`config.mk`:
```
export PLATFORM = sky130hd
export DESIGN_NAME = icache_ctl
export DESIGN_NICKNAME = d
export VERILOG_FILES = /design/src/rtl/icc_pkg.sv /design/src/rtl/icc_ctl_reg.sv /design/src/rtl/icc_inv_walk.sv /design/src/rtl/icc_miss_dec.sv /design/src/rtl/icache_ctl.sv
export SDC_FILE = /design/constraint.sdc
export NUM_CORES = 1
export LEC_CHECK = 0
export BUFFER_PORTS_ARGS = -buffer_cell sky130_fd_sc_hd__buf_4
export CORE_MARGIN = 2
export CORE_UTILIZATION = 50
export CTS_BUF_LIST = sky130_fd_sc_hd__clkbuf_4 sky130_fd_sc_hd__clkbuf_8 sky130_fd_sc_hd__clkbuf_16
export DETAILED_ROUTE_END_ITERATION = 8
export GPL_ROUTABILITY_DRIVEN = 1
export PLACE_DENSITY = 0.79
export SLEW_MARGIN = 20
export SYNTH_ARGS = -nofsm -noshare
export SYNTH_HDL_FRONTEND = slang
export SYNTH_SLANG_ARGS = --single-unit
export TNS_END_PERCENT = 10
```
`constraint.sdc`:
```
create_clock -name clk -period 1.8 [get_ports clk]
set_input_delay 0 -clock clk [delete_from_list [all_inputs] [get_ports clk]]
set_output_delay 0 -clock clk [all_outputs]
set_load 0.1 [all_outputs]
```
`src/rtl/icc_pkg.sv`:
```
package icc_pkg;

  // Control word field positions
  localparam int CW_W          = 32;
  localparam int BIT_ENABLE    = 31;
  localparam int BIT_INVAL     = 24;
  localparam int BIT_NC_BURST  = 10;
  localparam int BIT_NC_DEF    = 9;
  localparam int BIT_BUF_WR    = 8;
  localparam int BIT_WPROT     = 6;
  localparam int POL_LO        = 0;
  localparam int POL_W         = 2;
  localparam int LW_OFF_W      = 2;

  typedef struct packed {
    logic             enable;
    logic             nc_burst;
    logic             nc_default;
    logic             buf_wr;
    logic             wprot;
    logic [POL_W-1:0] fill_pol;
  } ctl_t;

  // Fetch size by fill policy and longword offset: 1 = whole line
  function automatic logic want_line(input logic [POL_W-1:0] pol,
                                     input logic [LW_OFF_W-1:0] off);
    logic r;
    case (pol)
      2'b00:   r = (off != 2'b11);
      2'b01:   r = ~off[1];
      default: r = 1'b1;
    endcase
    return r;
  endfunction

endpackage

```
`src/rtl/icc_ctl_reg.sv`:
```
module icc_ctl_reg
  import icc_pkg::*;
(
  input  logic            clk,
  input  logic            rst_n,
  input  logic            wr_en,
  input  logic [CW_W-1:0] wdata,
  output ctl_t            ctl,
  output logic            inv_cmd,
  output logic [CW_W-1:0] rdata
);

  ctl_t ctl_q;

  always_ff @(posedge clk) begin
    if (!rst_n) begin
      ctl_q <= '0;
    end else if (wr_en) begin
      ctl_q.enable     <= wdata[BIT_ENABLE];
      ctl_q.nc_burst   <= wdata[BIT_NC_BURST];
      ctl_q.nc_default <= wdata[BIT_NC_DEF];
      ctl_q.buf_wr     <= wdata[BIT_BUF_WR];
      ctl_q.wprot      <= wdata[BIT_WPROT];
      ctl_q.fill_pol   <= wdata[POL_LO +: POL_W];
    end
  end

  // Command bit is a pulse only; it is never stored
  assign inv_cmd = wr_en & wdata[BIT_INVAL];
  assign ctl     = ctl_q;

  // Unassigned and command bits are discarded
  logic unused_wbits;
  assign unused_wbits = ^{wdata[30:25], wdata[BIT_INVAL], wdata[23:11],
                          wdata[7], wdata[5:2]};

  always_comb begin
    rdata                      = '0;
    rdata[BIT_ENABLE]          = ctl_q.enable;
    rdata[BIT_NC_BURST]        = ctl_q.nc_burst;
    rdata[BIT_NC_DEF]          = ctl_q.nc_default;
    rdata[BIT_BUF_WR]          = ctl_q.buf_wr;
    rdata[BIT_WPROT]           = ctl_q.wprot;
    rdata[POL_LO +: POL_W]     = ctl_q.fill_pol;
  end

endmodule

```
`src/rtl/icc_inv_walk.sv`:
```
module icc_inv_walk #(
  parameter int ENTRIES = 32,
  localparam int IDX_W  = $clog2(ENTRIES)
) (
  input  logic               clk,
  input  logic               rst_n,
  input  logic               inv_cmd,
  input  logic               set_en,
  input  logic [IDX_W-1:0]   set_idx,
  output logic [ENTRIES-1:0] valid,
  output logic               busy,
  output logic               clean
);

  localparam logic [IDX_W-1:0] LAST = IDX_W'(ENTRIES - 1);

  logic [IDX_W-1:0] ptr_q;
  logic             busy_q;
  logic             clean_q;

  // Walk pointer and status
  always_ff @(posedge clk) begin
    if (!rst_n) begin
      ptr_q   <= '0;
      busy_q  <= 1'b0;
      clean_q <= 1'b0;
    end else begin
      if (busy_q) begin
        ptr_q <= (ptr_q == LAST) ? '0 : ptr_q + 1'b1;
        if (ptr_q == LAST) begin
          busy_q  <= 1'b0;
          clean_q <= 1'b1;
        end
      end
      if (inv_cmd) begin
        busy_q <= 1'b1;
        ptr_q  <= '0;
      end
    end
  end

  // Valid bits: after reset their state is unknown, modelled as all set
  for (genvar g = 0; g < ENTRIES; g++) begin : g_line
    logic v_q;
    always_ff @(posedge clk) begin
      if (!rst_n) begin
        v_q <= 1'b1;
      end else if (busy_q && ptr_q == IDX_W'(g)) begin
        v_q <= 1'b0;
      end else if (set_en && set_idx == IDX_W'(g)) begin
        v_q <= 1'b1;
      end
    end
    assign valid[g] = v_q;
  end

  assign busy  = busy_q;
  assign clean = clean_q;

endmodule

```
`src/rtl/icc_miss_dec.sv`:
```
module icc_miss_dec
  import icc_pkg::*;
#(
  parameter int ENTRIES = 32,
  localparam int IDX_W  = $clog2(ENTRIES),
  localparam int LA_W   = IDX_W + LW_OFF_W
) (
  input  ctl_t               ctl,
  input  logic               clean,
  input  logic               busy,
  input  logic [ENTRIES-1:0] valid,
  input  logic               lk_valid,
  input  logic               lk_write,
  input  logic [LA_W-1:0]    lk_lw_addr,
  input  logic               lk_tag_hit,
  output logic               lk_hit,
  output logic               miss_req,
  output logic               miss_line,
  output logic               miss_alloc,
  output logic               acc_err
);

  logic [IDX_W-1:0]    idx;
  logic [LW_OFF_W-1:0] off;
  logic                rd;
  logic                cacheable;
  logic                live;
  logic                pol_line;

  assign idx       = lk_lw_addr[LA_W-1:LW_OFF_W];
  assign off       = lk_lw_addr[LW_OFF_W-1:0];
  assign rd        = lk_valid & ~lk_write;
  assign cacheable = ~ctl.nc_default;
  assign live      = ctl.enable & clean & ~busy;
  assign pol_line  = want_line(ctl.fill_pol, off);

  always_comb begin
    lk_hit     = rd & live & cacheable & valid[idx] & lk_tag_hit;
    miss_req   = rd & ~lk_hit;
    miss_alloc = miss_req & cacheable;
    if (cacheable) miss_line = miss_req & pol_line;
    else           miss_line = miss_req & ctl.nc_burst & pol_line;
    acc_err    = lk_valid & lk_write & ctl.wprot;
  end

endmodule

```
`src/rtl/icache_ctl.sv`:
```
module icache_ctl
  import icc_pkg::*;
#(
  parameter int ENTRIES = 32,
  localparam int IDX_W  = $clog2(ENTRIES),
  localparam int LA_W   = IDX_W + LW_OFF_W
) (
  input  logic            clk,
  input  logic            rst_n,
  input  logic            cfg_wr_en,
  input  logic [CW_W-1:0] cfg_wdata,
  output logic [CW_W-1:0] cfg_rdata,
  input  logic            lk_valid,
  input  logic            lk_write,
  input  logic [LA_W-1:0] lk_lw_addr,
  input  logic            lk_tag_hit,
  output logic            lk_hit,
  output logic            miss_req,
  output logic            miss_line,
  output logic            miss_alloc,
  output logic            acc_err,
  input  logic            fill_valid,
  input  logic [IDX_W-1:0] fill_idx,
  output logic            fill_ready,
  output logic            fill_wr,
  output logic            inv_busy,
  output logic            bufw_en
);

  ctl_t               ctl;
  logic               inv_cmd;
  logic [ENTRIES-1:0] valid;
  logic               busy;
  logic               clean;

  icc_ctl_reg u_reg (
    .clk     (clk),
    .rst_n   (rst_n),
    .wr_en   (cfg_wr_en),
    .wdata   (cfg_wdata),
    .ctl     (ctl),
    .inv_cmd (inv_cmd),
    .rdata   (cfg_rdata)
  );

  icc_inv_walk #(.ENTRIES(ENTRIES)) u_walk (
    .clk     (clk),
    .rst_n   (rst_n),
    .inv_cmd (inv_cmd),
    .set_en  (fill_wr),
    .set_idx (fill_idx),
    .valid   (valid),
    .busy    (busy),
    .clean   (clean)
  );

  icc_miss_dec #(.ENTRIES(ENTRIES)) u_dec (
    .ctl        (ctl),
    .clean      (clean),
    .busy       (busy),
    .valid      (valid),
    .lk_valid   (lk_valid),
    .lk_write   (lk_write),
    .lk_lw_addr (lk_lw_addr),
    .lk_tag_hit (lk_tag_hit),
    .lk_hit     (lk_hit),
    .miss_req   (miss_req),
    .miss_line  (miss_line),
    .miss_alloc (miss_alloc),
    .acc_err    (acc_err)
  );

  assign fill_ready = ~busy;
  assign fill_wr    = fill_valid & fill_ready & ~ctl.nc_default;
  assign inv_busy   = busy;
  assign bufw_en    = ctl.buf_wr;

endmodule

```
==> results of run 1 <==
==> critical path: cells and delay by family, from the launching register on <==
family / cells / cell delay [ns]
multiplexers: 1 / 0.49
AND/OR/NAND/NOR: 2 / 0.43
buffers and inverters: 2 / 0.35
flip-flops: 1 / 0.33
AO/OA/AOI/OAI: 1 / 0.32
==> where the power goes <==
group / internal (uW) / total (uW) / switching, uW / leakage (uW)
clock: 446 / 789 / 343 / 0.0000593
sequential: 1030 / 1060 / 20.9 / 0.000375
combinational: 137 / 637 / 499 / 0.000880
total: 1620 / 2480 / 864 / 0.00131
==> state kept, by name, indices dropped and copies added, names as in the netlist <==
register	cells
u_walk.clean	1
u_walk.ptr_q	5
u_walk.busy	1
u_walk.g_line.v_q	32
u_reg.ctl	7
==> repair_timing <==
item,in CTS,in global routing
pin swaps,1,0
hold endpoints to repair,7,0
endpoints found under the setup margin,4,9
gates resized for setup,11,5
buffers inserted,0,1
hold buffers,7,0
==> stage by stage <==
step	setup TNS, ns	setup slack, ns	hold slack (ns)	total power, uW
6_report	-1.42	-0.411	0.0439	2480
3_3_place_gp	-0.159	-0.0919	0.255	1680
3_5_place_dp	-0.391	-0.172	0.263	1680
2_1_floorplan	-11.92	-0.758	0.128	1620
5_1_grt	-1.66	-0.484	0.0603	2570
4_1_cts	-1.28	-0.397	0.0405	2490
==> cell type report <==
type | count | area (sq um)
clock inverters | 1 | 30.0
repair buffers | 62 | 524
clock buffers | 7 | 83.8
well taps | 70 | 87.6
flip-flops and latches | 46 | 926
fillers | 454 | 1880
inverters | 6 | 22.5
multi-input cells | 229 | 1450
==> logic make-up (layout without fill, tap and decap cells) <==
group	after synthesis	after routing	synth area share, %
AOI/OAI and AO/OA	77	77	17.5
adders and majority gates	6	6	2.94
buffers and inverters	47	76	11.3
muxes	18	18	10.2
xor gates and xnor gates	2	2	0.686
and+or+nand+nor	101	101	21.2
other	1	25	0.147
DFF	46	46	36.1
==> layout by cell type (no fill, tap or decap), drive strengths merged, types with 3 or more instances in the layout <==
cell type	synthesis	routed
buf	28	55
dfxtp	46	46
o21ai	34	34
nor2	27	27
a21oi	26	26
conb	1	25
nor2b	14	14
and2	13	13
nand2	13	13
and3	11	11
mux2i	8	8
a31oi	8	8
nor3	8	8
dlygate4sd3	0	7
clkbuf	13	7
inv	6	6
ha	6	6
mux4	5	5
mux2	5	5
nand2b	4	4
a2111oi	3	3
nor3b	3	3
==> worst max-delay path by stage <==
stage            endpoint             startpoint
2_1_floorplan   miss_line   u_walk.g_line[7].v_q
5_1_grt         miss_line  u_walk.g_line[23].v_q
4_1_cts         miss_line   u_walk.g_line[7].v_q
3_3_place_gp    miss_line   u_walk.g_line[7].v_q
3_5_place_dp    miss_line   u_walk.g_line[7].v_q
6_report       miss_alloc   u_walk.g_line[7].v_q
==> per-layer routing <==
layer / part of all wire (%) / global-route usage [%] / vias up
met4: 1.8 / 8.97 / 0
met5: 0 / 0 / -
met3: 6.4 / 5.69 / 12
li1: - / - / 1092
met1: 44 / 31.8 / 1106
met2: 48 / 41.2 / 95
==> impl_metrics.yaml, run 1 <==
worst_setup_path:
  slowest_stage: "mux4_2"
  critPathMaxStageDelay_ns: 0.49
  cp_max_fo: 4
  r2r_start: "u_walk.ptr_q[0]"
  end_kind: "output port"
  r2r-end: "u_walk.ptr_q[2]"
  r2r_cells: 6
  rrSetupSlack_ns: 0.17
  cp-start-kind: "flip-flop"
  worstSetupPathType: "reg2out"
  crit_arrival_ns: 2.21
  path_cells: "mux4_2 -> a2111oi_4 -> and4b_4 -> buf_4 -> nor3_4 -> buf_12"
  worstPathRequired_ns: 1.80
cells_and_area:
  final_util_pct: 62.4
  area_growth_pct: 22.5
  layout-drive-gt1-share_pct: 23.9
  instances_no_fill: 421
  stdcell_area_sq_mm: 0.00313
  final_nets: 407
  n_antenna_cell: 0
yosys:
  synth-edff-count: 0
  syn_avg_cell_area_sq_um: 8.57
  synth_seq_area_share_pct: 36.1
  synth_cell_types: 39
  synth.most_common_cell: "dfxtp_1"
  async_flop_share_pct: 0
  syn_area_sq_mm: 0.00255
  synthTopCellsByCount: "dfxtp_1 (46), o21ai_0 (34), nor2_1 (27)"
  ys_warn_count: 0
  yosysTopAreaCell: "dfxtp_1"
  synthCells: 298
  ys_ff_latch: 46
  synth_top_area_share_pct: 36.1
  ys.flop_type: "dfxtp_1"
  synth.area.top_cells: "dfxtp_1 (36%), buf_4 (7.6%), o21ai_0 (6.7%)"
power:
  p_leak_uw: 0.00131
  vdd_drop_max_uv: 538
  power_density_mw_per_mm2: 793
placement:
  hpwlAfterDp_mm: 4.47
  postPlaceCellArea_sq_mm: 0.00288
  io_buffers: 42
  placed_cells: 405
  place.gp.congestion: 0.924
hold_path:
  min_from: "cfg_wdata[24]"
  min_to: "u_walk.busy"
  hp-class: "in2reg"
  min_path_cells: 4
sta:
  rsz0062_at_grt: "true"
  min_period_over_period_pct: 123
  skew_ns: 0.00234
  layout_setup_ws_ns: -0.411
  period_needed_ns: 2.21
  fmax_ghz: 0.452
  final_max_slew_viol_count: 0
  finalHoldViolations: 0
  setup_viol: 4
clock_network:
  htreeDepth: 2
  clock-sinks: 46
  clk_pin_slew_worst_paths_ns: 0.08
  clk_path_buf_depth: 2
  numCtsBuffers: 5
  root_buffer: "clkbuf_8"
  clock_latency_ns: 0.30
  cts_tree: "built"
run_status:
  violations: "setup timing"
  status: "finished, violations left"
grt:
  grt_first_pass_wirelength_mm: 10.6
  grt_pass1_vias: 2229
  grt_start_max_net_pins: 43
  antenna_found_initial: 0
  grtUsageTotal_pct: 24.8
  grt.overflow.total: 0
detailed_routing:
  drtIter0Drc: 189
  ant_nets: 0
  drc: 0
  drt-pass1-iter-count: 4
  wl_per_cell_microns: 15.2
  wl_mm: 6.39
  via_per_inst: 5.48
  vias: 2305
die:
  initial_utilization_pct: 51.0
  core_area_sq_mm: 0.00501
  fp.dieW_microns: 75.5
  ios: 92
  num_rows: 26
  die_area_sq_mm: 0.00569
  chipHeight_microns: 75.5
run:
  cap_viol_max_count: 0
Power figures use the tool's default switching activity.
==> run 2, diff against run 1 <==
--- a/config.mk
+++ b/config.mk
@@ -11,7 +11,9 @@
 export CTS_BUF_LIST = sky130_fd_sc_hd__clkbuf_4 sky130_fd_sc_hd__clkbuf_8 sky130_fd_sc_hd__clkbuf_16
 export DETAILED_ROUTE_END_ITERATION = 8
 export GPL_ROUTABILITY_DRIVEN = 1
-export PLACE_DENSITY = 0.79
+export GPL_TIMING_DRIVEN = 1
+export HOLD_SLACK_MARGIN = 0.06
+export PLACE_DENSITY = 0.85
 export SLEW_MARGIN = 20
 export SYNTH_ARGS = -nofsm -noshare
 export SYNTH_HDL_FRONTEND = slang
==> run 2 against run 1 <==
Largest power group unchanged. Register-to-register slack worse by 0.04 ns. Flip-flop and latch count unchanged. Critical path type unchanged. Total power is 5.2% lower. Fmax increased by 2.2%. Clock power shrank 17%. Via count fell by 0.17%. Design area is 0.72% lower. Combinational power grew 1%. The flow still finishes with violations (setup timing). Sequential power about the same. First-iteration DRC count rose by 56%. Non-clock buffer count is the same.
==> impl_metrics.yaml, run 2 (synthesis gave the netlist of run 1 again) <==
sta:
  timing.setup.tns_ns: -1.12
  rsz0062_at_grt: "true"
  layout_setup_ws_ns: -0.364
  min_period_over_period_pct: 120
  skew_ns: 0.00757
  final_max_slew_viol_count: 0
  holdWs_ns: 0.0678
  setup_viol: 4
  period_needed_ns: 2.16
  finalHoldViolations: 0
  fmax_ghz: 0.462
clock_network:
  root_buffer: "clkbuf_8"
  cts_tree: "built"
  htreeDepth: 2
  cts_setup_buffers: 0
  numCtsBuffers: 5
  clk_pin_slew_worst_paths_ns: 0.09
  clock_latency_ns: 0.30
  clock-sinks: 46
  clk_path_buf_depth: 2
cells_and_area:
  area_growth_pct: 21.6
  final_nets: 407
  largest_reg_flops: 32
  layout-drive-gt1-share_pct: 23.9
  stdcell_area_sq_mm: 0.00311
  layout_commonest_cell: "buf_4"
  top_register: "u_walk.g_line.v_q"
  mostFrequentLayoutCells: "buf_4 (50), dfxtp_1 (43), o21ai_0 (34)"
  n_antenna_cell: 0
  fill_cells: 441
detailed_routing:
  wl_mm: 6.49
  vias: 2301
  drt-pass1-iter-count: 4
  drtIter0Drc: 294
  wl_per_cell_microns: 15.4
  via_per_inst: 5.47
  drc: 0
  ant_nets: 0
placement:
  pre_cts_slack_ns: -0.118
  postPlaceCellArea_sq_mm: 0.00288
  hpwlAfterDp_mm: 4.66
  io_buffers: 42
  place.gp.congestion: 0.908
worst_setup_path:
  cp_max_fo: 3
  critPathMaxStageDelay_ns: 0.48
  worstPathRequired_ns: 1.80
  cp-start-kind: "flip-flop"
  crit_arrival_ns: 2.16
  slowest_stage: "mux4_2"
  path_delay_family: "compound AO/OA/AOI/OAI gates"
  end_kind: "output port"
  rrSetupSlack_ns: 0.13
  worstSetupPathType: "reg2out"
  cp_num_buf_inv: 1
  path_cells: "mux4_2 -> a2111oi_2 -> and4b_4 -> a2111oi_4 -> buf_6"
die:
  ios: 92
  initial_utilization_pct: 51.0
  die_area_sq_mm: 0.00569
  core_area_sq_mm: 0.00501
  num_rows: 26
  fp.dieW_microns: 75.5
  chipHeight_microns: 75.5
grt:
  grtUsageTotal_pct: 24.7
  antenna_found_initial: 0
  grt_pass1_vias: 2239
  grt_start_max_net_pins: 43
  grt.overflow.total: 0
  grt_first_pass_wirelength_mm: 10.6
power:
  power_density_mw_per_mm2: 757
  p_leak_uw: 0.00130
  vdd_drop_max_uv: 494
run:
  cap_viol_max_count: 0
run_status:
  status: "finished, violations left"
  violations: "setup timing"
hold_path:
  hp-class: "in2reg"
-- run 2: metrics by stage --
stage	cells	util, %	total power [uW]
2_1_floorplan	322	-	1620
3_3_place_gp	405	57.5	1690
3_5_place_dp	405	57.5	1690
4_1_cts	421	61.8	2340
5_1_grt	421	62.0	2420
6_report	421	62.0	2350
-- run 2: path summary, 6_finish.rpt --
| check | startpoint | end | cells past startpoint |
|---|---|---|---|
| worst max-delay path | u_walk.g_line[7].v_q | miss_line | 5 |
| worst min-delay path | rst_n | u_walk.g_line[2].v_q | 2 |
| worst max register to register | u_walk.ptr_q[0] | u_walk.ptr_q[3] | 6 |
| worst min register to register | u_walk.clean | u_walk.clean | 1 |
-- run 2: timing repair --
action	4_1_cts	5_1_grt
hold endpoints to repair	10	0
gates resized for setup	13	3
hold buffers	8	0
endpoints found under the setup margin	4	7
pin swaps	1	0
-- run 2: per-layer routing --
layer  part of all wire (%)  global-route usage, %
met5                      0                      0
met4                    2.0                   9.36
met3                    6.9                   3.70
met2                     51                   43.6
met1                     40                   30.4
-- run 2: report_power, final --
part | leakage [uW] | internal, uW | switching (uW)
Combinational | 0.000881 | 142 | 504
Sequential | 0.000375 | 1030 | 18.0
Clock | 0.0000486 | 290 | 364
-- run 2: worst reg2reg max path, cell delays in order (launching register included) --
cell,delay (ns)
dfxtp_2,0.36
ha_1,0.22
and3_1,0.21
ha_1,0.24
and2_1,0.18
or2_2,0.29
nor2_1,0.11
-- run 2: area by class of cell --
type | instances | area, sq um | share of cell area (%)
repair buffers | 62 | 527 | 17.0
inverters | 6 | 22.5 | 0.725
clock buffers | 6 | 76.3 | 2.46
multi-input cells | 229 | 1450 | 46.8
clock inverters | 2 | 13.8 | 0.443
flip-flops and latches | 46 | 925 | 29.8
well taps | 70 | 87.6 | 2.82
